`src/rtl/dpll_pkg.sv`:
```
package dpll_pkg;
  typedef struct packed {
    logic lenOne;
    logic lenTwo;
    logic shrOne;
    logic shrTwo;
  } ctrlStrobes_t;
endpackage

```
`src/rtl/dpll_datapath.sv`:
```
module dpll_datapath
  import dpll_pkg::*;
#(
  parameter int CNT_W = 4
) (
  input  logic             clk,
  input  logic             rstN,
  input  logic             modeBiphase,
  input  ctrlStrobes_t     strb,
  output logic [CNT_W-1:0] phase,
  output logic             cellWrap,
  output logic             recClk,
  output logic             sampleEn
);
  localparam int CELL  = 2 ** CNT_W;
  localparam int HALF  = CELL / 2;
  localparam int QUART = CELL / 4;
  localparam logic [CNT_W-1:0] HALF_PT  = CNT_W'(HALF);
  localparam logic [CNT_W-1:0] QUART_PT = CNT_W'(QUART);

  logic [1:0]       incr;
  logic [CNT_W:0]   sum;
  logic [CNT_W-1:0] nextPhase;

  always_comb begin
    if (strb.lenOne)      incr = 2'd0;
    else if (strb.shrOne) incr = 2'd2;
    else if (strb.shrTwo) incr = 2'd3;
    else                  incr = 2'd1;
    sum = {1'b0, phase} + (CNT_W + 1)'(incr);
    if (strb.lenTwo) begin
      nextPhase = phase - CNT_W'(1);
      cellWrap  = 1'b0;
    end else begin
      nextPhase = sum[CNT_W-1:0];
      cellWrap  = sum[CNT_W];
    end
  end

  always_ff @(posedge clk or negedge rstN) begin
    if (!rstN) phase <= '0;
    else       phase <= nextPhase;
  end

  assign recClk   = (phase < HALF_PT);
  assign sampleEn = (phase == (modeBiphase ? QUART_PT : HALF_PT));
endmodule

```
`src/rtl/dpll_control.sv`:
```
module dpll_control
  import dpll_pkg::*;
#(
  parameter int CNT_W      = 4,
  parameter int LOCK_CELLS = 8
) (
  input  logic             clk,
  input  logic             rstN,
  input  logic             dataIn,
  input  logic             modeBiphase,
  input  logic [CNT_W-1:0] phase,
  input  logic             cellWrap,
  output ctrlStrobes_t     strb,
  output logic             locked
);
  localparam int CELL  = 2 ** CNT_W;
  localparam int HALF  = CELL / 2;
  localparam int QUART = CELL / 4;
  localparam int RUN_W = $clog2(LOCK_CELLS + 1);
  localparam logic [CNT_W-1:0] N_LEN1_LO = CNT_W'(2);
  localparam logic [CNT_W-1:0] N_LEN1_HI = CNT_W'(QUART);
  localparam logic [CNT_W-1:0] N_LEN2_HI = CNT_W'(HALF - 1);
  localparam logic [CNT_W-1:0] N_SHR2_LO = CNT_W'(HALF);
  localparam logic [CNT_W-1:0] N_SHR2_HI = CNT_W'(HALF + QUART - 2);
  localparam logic [CNT_W-1:0] N_SHR1_HI = CNT_W'(CELL - 2);
  localparam logic [CNT_W-1:0] B_SHR1_LO = CNT_W'(QUART);
  localparam logic [CNT_W-1:0] B_SHR1_HI = CNT_W'(HALF - 2);
  localparam logic [CNT_W-1:0] B_LEN1_LO = CNT_W'(HALF + 2);
  localparam logic [CNT_W-1:0] B_LEN1_HI = CNT_W'(HALF + QUART);

  logic syncA, syncB, syncC;
  logic edgeSeen, corrDone, corrAny, twoStep, cleanCell;
  logic [RUN_W-1:0] runCnt;
  ctrlStrobes_t want;

  always_ff @(posedge clk or negedge rstN) begin
    if (!rstN) {syncA, syncB, syncC} <= '0;
    else       {syncA, syncB, syncC} <= {dataIn, syncA, syncB};
  end
  assign edgeSeen = syncB ^ syncC;

  always_comb begin
    want = '0;
    if (!modeBiphase) begin
      if (phase >= N_LEN1_LO && phase <= N_LEN1_HI)      want.lenOne = 1'b1;
      else if (phase > N_LEN1_HI && phase <= N_LEN2_HI)  want.lenTwo = 1'b1;
      else if (phase >= N_SHR2_LO && phase <= N_SHR2_HI) want.shrTwo = 1'b1;
      else if (phase > N_SHR2_HI && phase <= N_SHR1_HI)  want.shrOne = 1'b1;
    end else begin
      if (phase >= B_SHR1_LO && phase <= B_SHR1_HI)      want.shrOne = 1'b1;
      else if (phase >= B_LEN1_LO && phase <= B_LEN1_HI) want.lenOne = 1'b1;
    end
    strb = (edgeSeen && !corrDone) ? want : '0;
  end

  assign corrAny   = |strb;
  assign twoStep   = strb.lenTwo | strb.shrTwo;
  assign cleanCell = !(corrDone || corrAny);

  always_ff @(posedge clk or negedge rstN) begin
    if (!rstN) begin
      corrDone <= 1'b0;
      runCnt   <= '0;
      locked   <= 1'b0;
    end else begin
      corrDone <= cellWrap ? 1'b0 : (corrDone | corrAny);
      if (cellWrap) begin
        if (!cleanCell)                       runCnt <= '0;
        else if (runCnt < RUN_W'(LOCK_CELLS)) runCnt <= runCnt + RUN_W'(1);
      end
      if (twoStep)
        locked <= 1'b0;
      else if (cellWrap && cleanCell && runCnt >= RUN_W'(LOCK_CELLS - 1))
        locked <= 1'b1;
    end
  end
endmodule

```
`src/rtl/dpll_clock_recovery.sv`:
```
module dpll_clock_recovery
  import dpll_pkg::*;
#(
  parameter int CNT_W      = 4,
  parameter int LOCK_CELLS = 8
) (
  input  logic clk,
  input  logic rstN,
  input  logic dataIn,
  input  logic modeBiphase,
  output logic recClk,
  output logic sampleEn,
  output logic locked
);
  ctrlStrobes_t     strb;
  logic [CNT_W-1:0] phase;
  logic             cellWrap;

  dpll_control #(.CNT_W(CNT_W), .LOCK_CELLS(LOCK_CELLS)) u_ctrl (
    .clk(clk), .rstN(rstN), .dataIn(dataIn), .modeBiphase(modeBiphase),
    .phase(phase), .cellWrap(cellWrap), .strb(strb), .locked(locked)
  );

  dpll_datapath #(.CNT_W(CNT_W)) u_dp (
    .clk(clk), .rstN(rstN), .modeBiphase(modeBiphase), .strb(strb),
    .phase(phase), .cellWrap(cellWrap), .recClk(recClk), .sampleEn(sampleEn)
  );
endmodule

```
`config.mk`:
```
export PLATFORM = sky130hd
export DESIGN_NAME = dpll_clock_recovery
export DESIGN_NICKNAME = d
export VERILOG_FILES = /design/src/rtl/dpll_pkg.sv /design/src/rtl/dpll_datapath.sv /design/src/rtl/dpll_control.sv /design/src/rtl/dpll_clock_recovery.sv
export SDC_FILE = /design/constraint.sdc
export NUM_CORES = 1
export LEC_CHECK = 0
export BUFFER_PORTS_ARGS = -buffer_cell sky130_fd_sc_hd__buf_2
export CAP_MARGIN = 20
export CELL_PAD_IN_SITES_DETAIL_PLACEMENT = 1
export CELL_PAD_IN_SITES_GLOBAL_PLACEMENT = 2
export CORE_ASPECT_RATIO = 1.4
export CORE_MARGIN = 1.5
export CORE_UTILIZATION = 37
export CTS_CLUSTER_DIAMETER = 150
export CTS_CLUSTER_SIZE = 25
export DETAILED_ROUTE_END_ITERATION = 6
export PLACE_DENSITY_LB_ADDON = 0.1
export SYNTH_ARGS = -nofsm -noshare
export SYNTH_HDL_FRONTEND = slang
export SYNTH_SLANG_ARGS = --single-unit
```
`constraint.sdc`:
```
create_clock -name clk -period 3.1 [get_ports clk]
set_input_delay 0.31 -clock clk [delete_from_list [all_inputs] [get_ports clk]]
set_output_delay 0.31 -clock clk [all_outputs]
set_load 0.03 [all_outputs]
```
==> results.json <==
{
  "finalNonFillerCells": 124,
  "status": "completed",
  "fill_cells": 257,
  "fin_crit_sh_pct": 86.5,
  "muxShareOfSynthArea_pct": 2.39,
  "vias_per_cell": 5.80,
  "tns_ns": 0,
  "worstPathRequired_ns": 3.30,
  "overflow": 0,
  "met1_usage_pct": 20.4,
  "area_delta_synth_final_pct": 13.9,
  "dp_cells": 116,
  "fmax_ghz": 0.373,
  "wl_per_cell_um": 15.5,
  "vdd.ir_drop.worst_uv": 397,
  "avgSynthCellArea_um2": 10.1,
  "hold_viol_final": 0,
  "ys_warn_count": 0,
  "crit_arrival_ns": 2.88,
  "clkLatencyLatePin_ns": 0.28,
  "clock-sinks": 13,
  "global_route.usage.met2_pct": 31.3,
  "clkTransAtPathRegs_ns": 0.08,
  "first_iter_violations": 13,
  "coreArea_um2": 2230,
  "max_slew.worst_pin.slew_ns": 0.524,
  "p_leak_nw": 0.438,
  "cts-root-buf": "clkbuf_4",
  "clk_path_buf_depth": 2,
  "syn_inst": 88,
  "finalSetupViolCount": 0,
  "nets": 113,
  "grt_pass1_vias": 761,
  "synth_fa_ha_area_share_pct": 9.30,
  "rsz0062_at_grt": "false",
  "netlist_area_um2": 888,
  "io_buffers": 6,
  "finalClockSkew_ns": 0.00177,
  "first_pass_iters": 6,
  "die_area_um2": 2710,
  "cts_tree": "done",
  "ys_ff_latch": 13,
  "power_mw": 1.02,
  "final_cell_mix": "12 x dfrtp_1, 7 x a21oi_1, 6 x inv_1, 6 x buf_2",
  "fp.dieH_um": 61.0,
  "dp_hpwl_mm": 1.55,
  "io_pins": 7,
  "syn-num-nets": 98,
  "synth_top_flop_cell": "dfrtp_1",
  "max_cap_violations": 0,
  "cp_max_fo": 4,
  "busiest_layer": "met2",
  "finalMaxSlewViolations": 0,
  "synthXorXnorAreaFrac_pct": 2.96,
  "fin_crit_ns": 2.68,
  "antenna_left": 0,
  "final_common_cell": "dfrtp_1",
  "grt_pass1_wl_mm": 3.46,
  "hold_ws_ns": 0.130,
  "layout-drive-gt1-share_pct": 27.5,
  "vias": 719,
  "numCtsBuffers": 3,
  "slew-limit-headroom_pct": 64.8,
  "crit_path_start_kind": "register",
  "routed_wirelength_mm": 1.92,
  "final_util_pct": 45.4,
  "grt_usage_pct": 18.1,
  "crit_type": "reg -> reg",
  "row_count": 20,
  "die_x_um": 44.4,
  "place.gp.congestion": 0.755,
  "ys_types": 36,
  "grt_max_degree": 15,
  "hold_path_class": "in -> reg",
  "antenna_found_initial": 0,
  "met3_usage_pct": 2.08,
  "synth_edf_count": 0,
  "synthArstFlopShare_pct": 100,
  "synth_top_family_by_area": "simple AND/OR/NAND/NOR gates",
  "yosysSeqAreaShare_pct": 36.6,
  "initial_core_util_pct": 39.9,
  "worst_setup_path_end_kind": "register",
  "synth_compound_area_share_pct": 20.8,
  "antennaDiodeCount": 0,
  "htreeDepth": 1,
  "route.detailed.drc": 0,
  "yosys.area_share.simple_pct": 23.7,
  "p_per_area_nw_per_um2": 1010
}
[cells by family (layout without fill, tap and decap cells)]
logic type | after synthesis | in the layout
xor gates and xnor gates | 3 | 3
buffers and inverters | 8 | 22
muxes | 2 | 2
DFF | 13 | 13
AOI/OAI and AO/OA | 23 | 23
and+or+nand+nor | 33 | 33
adders and majority gates | 6 | 6
[sequential cells by signal (all words and copies together) (netlist names)]
signal	count
u_ctrl.corrDone	1
u_dp.phase	4
u_ctrl.runCnt	4
u_ctrl.syncC	1
u_ctrl.locked	1
u_ctrl.syncA	1
u_ctrl.syncB	1
[worst max-delay path: stages (launching register included)]
cell	delay, ns
dfrtp_2	0.39
inv_1	0.08
ha_1	0.25
nor2b_1	0.16
a211oi_2	0.08
nor3_2	0.19
nand2b_1	0.14
ha_1	0.17
inv_1	0.05
fa_1	0.41
nand3b_1	0.24
nor3b_1	0.22
o21ai_0	0.11
o211ai_1	0.11
[metrics by stage]
| step | setup WS (ns) | instance area (um2) |
|---|---|---|
| after floorplan | 0.468 | 888 |
| after global placement | 0.203 | 946 |
| after detailed placement | 0.157 | 946 |
| after CTS | 0.124 | 983 |
| after global routing | 0.0798 | 1010 |
| final | 0.417 | 1010 |
[cells in the mapped netlist (2+ instances only)]
cell      instances  area, um2
nand3b_1          5       37.5
o211ai_1          3       22.5
inv_1             6       22.5
or2b_1            2       15.0
ha_1              5       62.6
nand2_1           4       15.0
nand2b_1          5       31.3
nor3b_1           3       22.5
xor2_1            2       17.5
a21oi_1           7       35.0
nor2b_1           2       12.5
nor3_1            3       15.0
nor2_1            3       11.3
dfrtp_1          13        325
o21ai_0           4       20.0
[worst paths after layout]
check,startpoint,endpoint,slack [ns],cells past startpoint
setup / recovery,u_dp.phase[1],u_ctrl.runCnt[1],0.42,13
hold / removal,dataIn,u_ctrl.syncA,0.13,1
setup reg to reg,u_dp.phase[1],u_ctrl.runCnt[1],0.42,13
hold reg to reg,u_ctrl.syncA,u_ctrl.syncB,0.36,0
max in group asynchronous,rstN,u_dp.phase[1],2.42,2
min in group asynchronous,rstN,u_ctrl.syncA,0.44,2
[layer usage]
| metal | vias to the layer above | wire, um |
|---|---|---|
| li1 | 344 | - |
| met1 | 357 | 786 |
| met2 | 11 | 1040 |
| met3 | 7 | 25 |
| met4 | 0 | 63 |
| met5 | - | 0 |
[power breakdown]
group | leakage, nW | internal (mW) | total [mW] | switching, mW
Clock | 0.0177 | 0.0479 | 0.106 | 0.0576
Sequential | 0.155 | 0.230 | 0.317 | 0.0870
Combinational | 0.265 | 0.280 | 0.601 | 0.321
Total | 0.438 | 0.558 | 1.02 | 0.466
[final cells by class]
cell class | count | area (um2) | area share (%)
clock buffer | 3 | 22.5 | 2.22
clock inverter | 1 | 5.00 | 0.494
inverter | 6 | 22.5 | 2.22
multi-input combinational | 67 | 531 | 52.4
sequential | 13 | 327 | 32.3
tap | 22 | 27.5 | 2.72
timing repair buffer | 12 | 77.6 | 7.66
[what timing repair did]
action / CTS / global route
hold endpoints to repair: 13 / 0
setup buffers: 0 / 3
setup endpoints to repair: 0 / 5
resized for setup: 0 / 2
hold buffers: 1 / 0
Note: power is estimated with default switching activity, not from simulation.
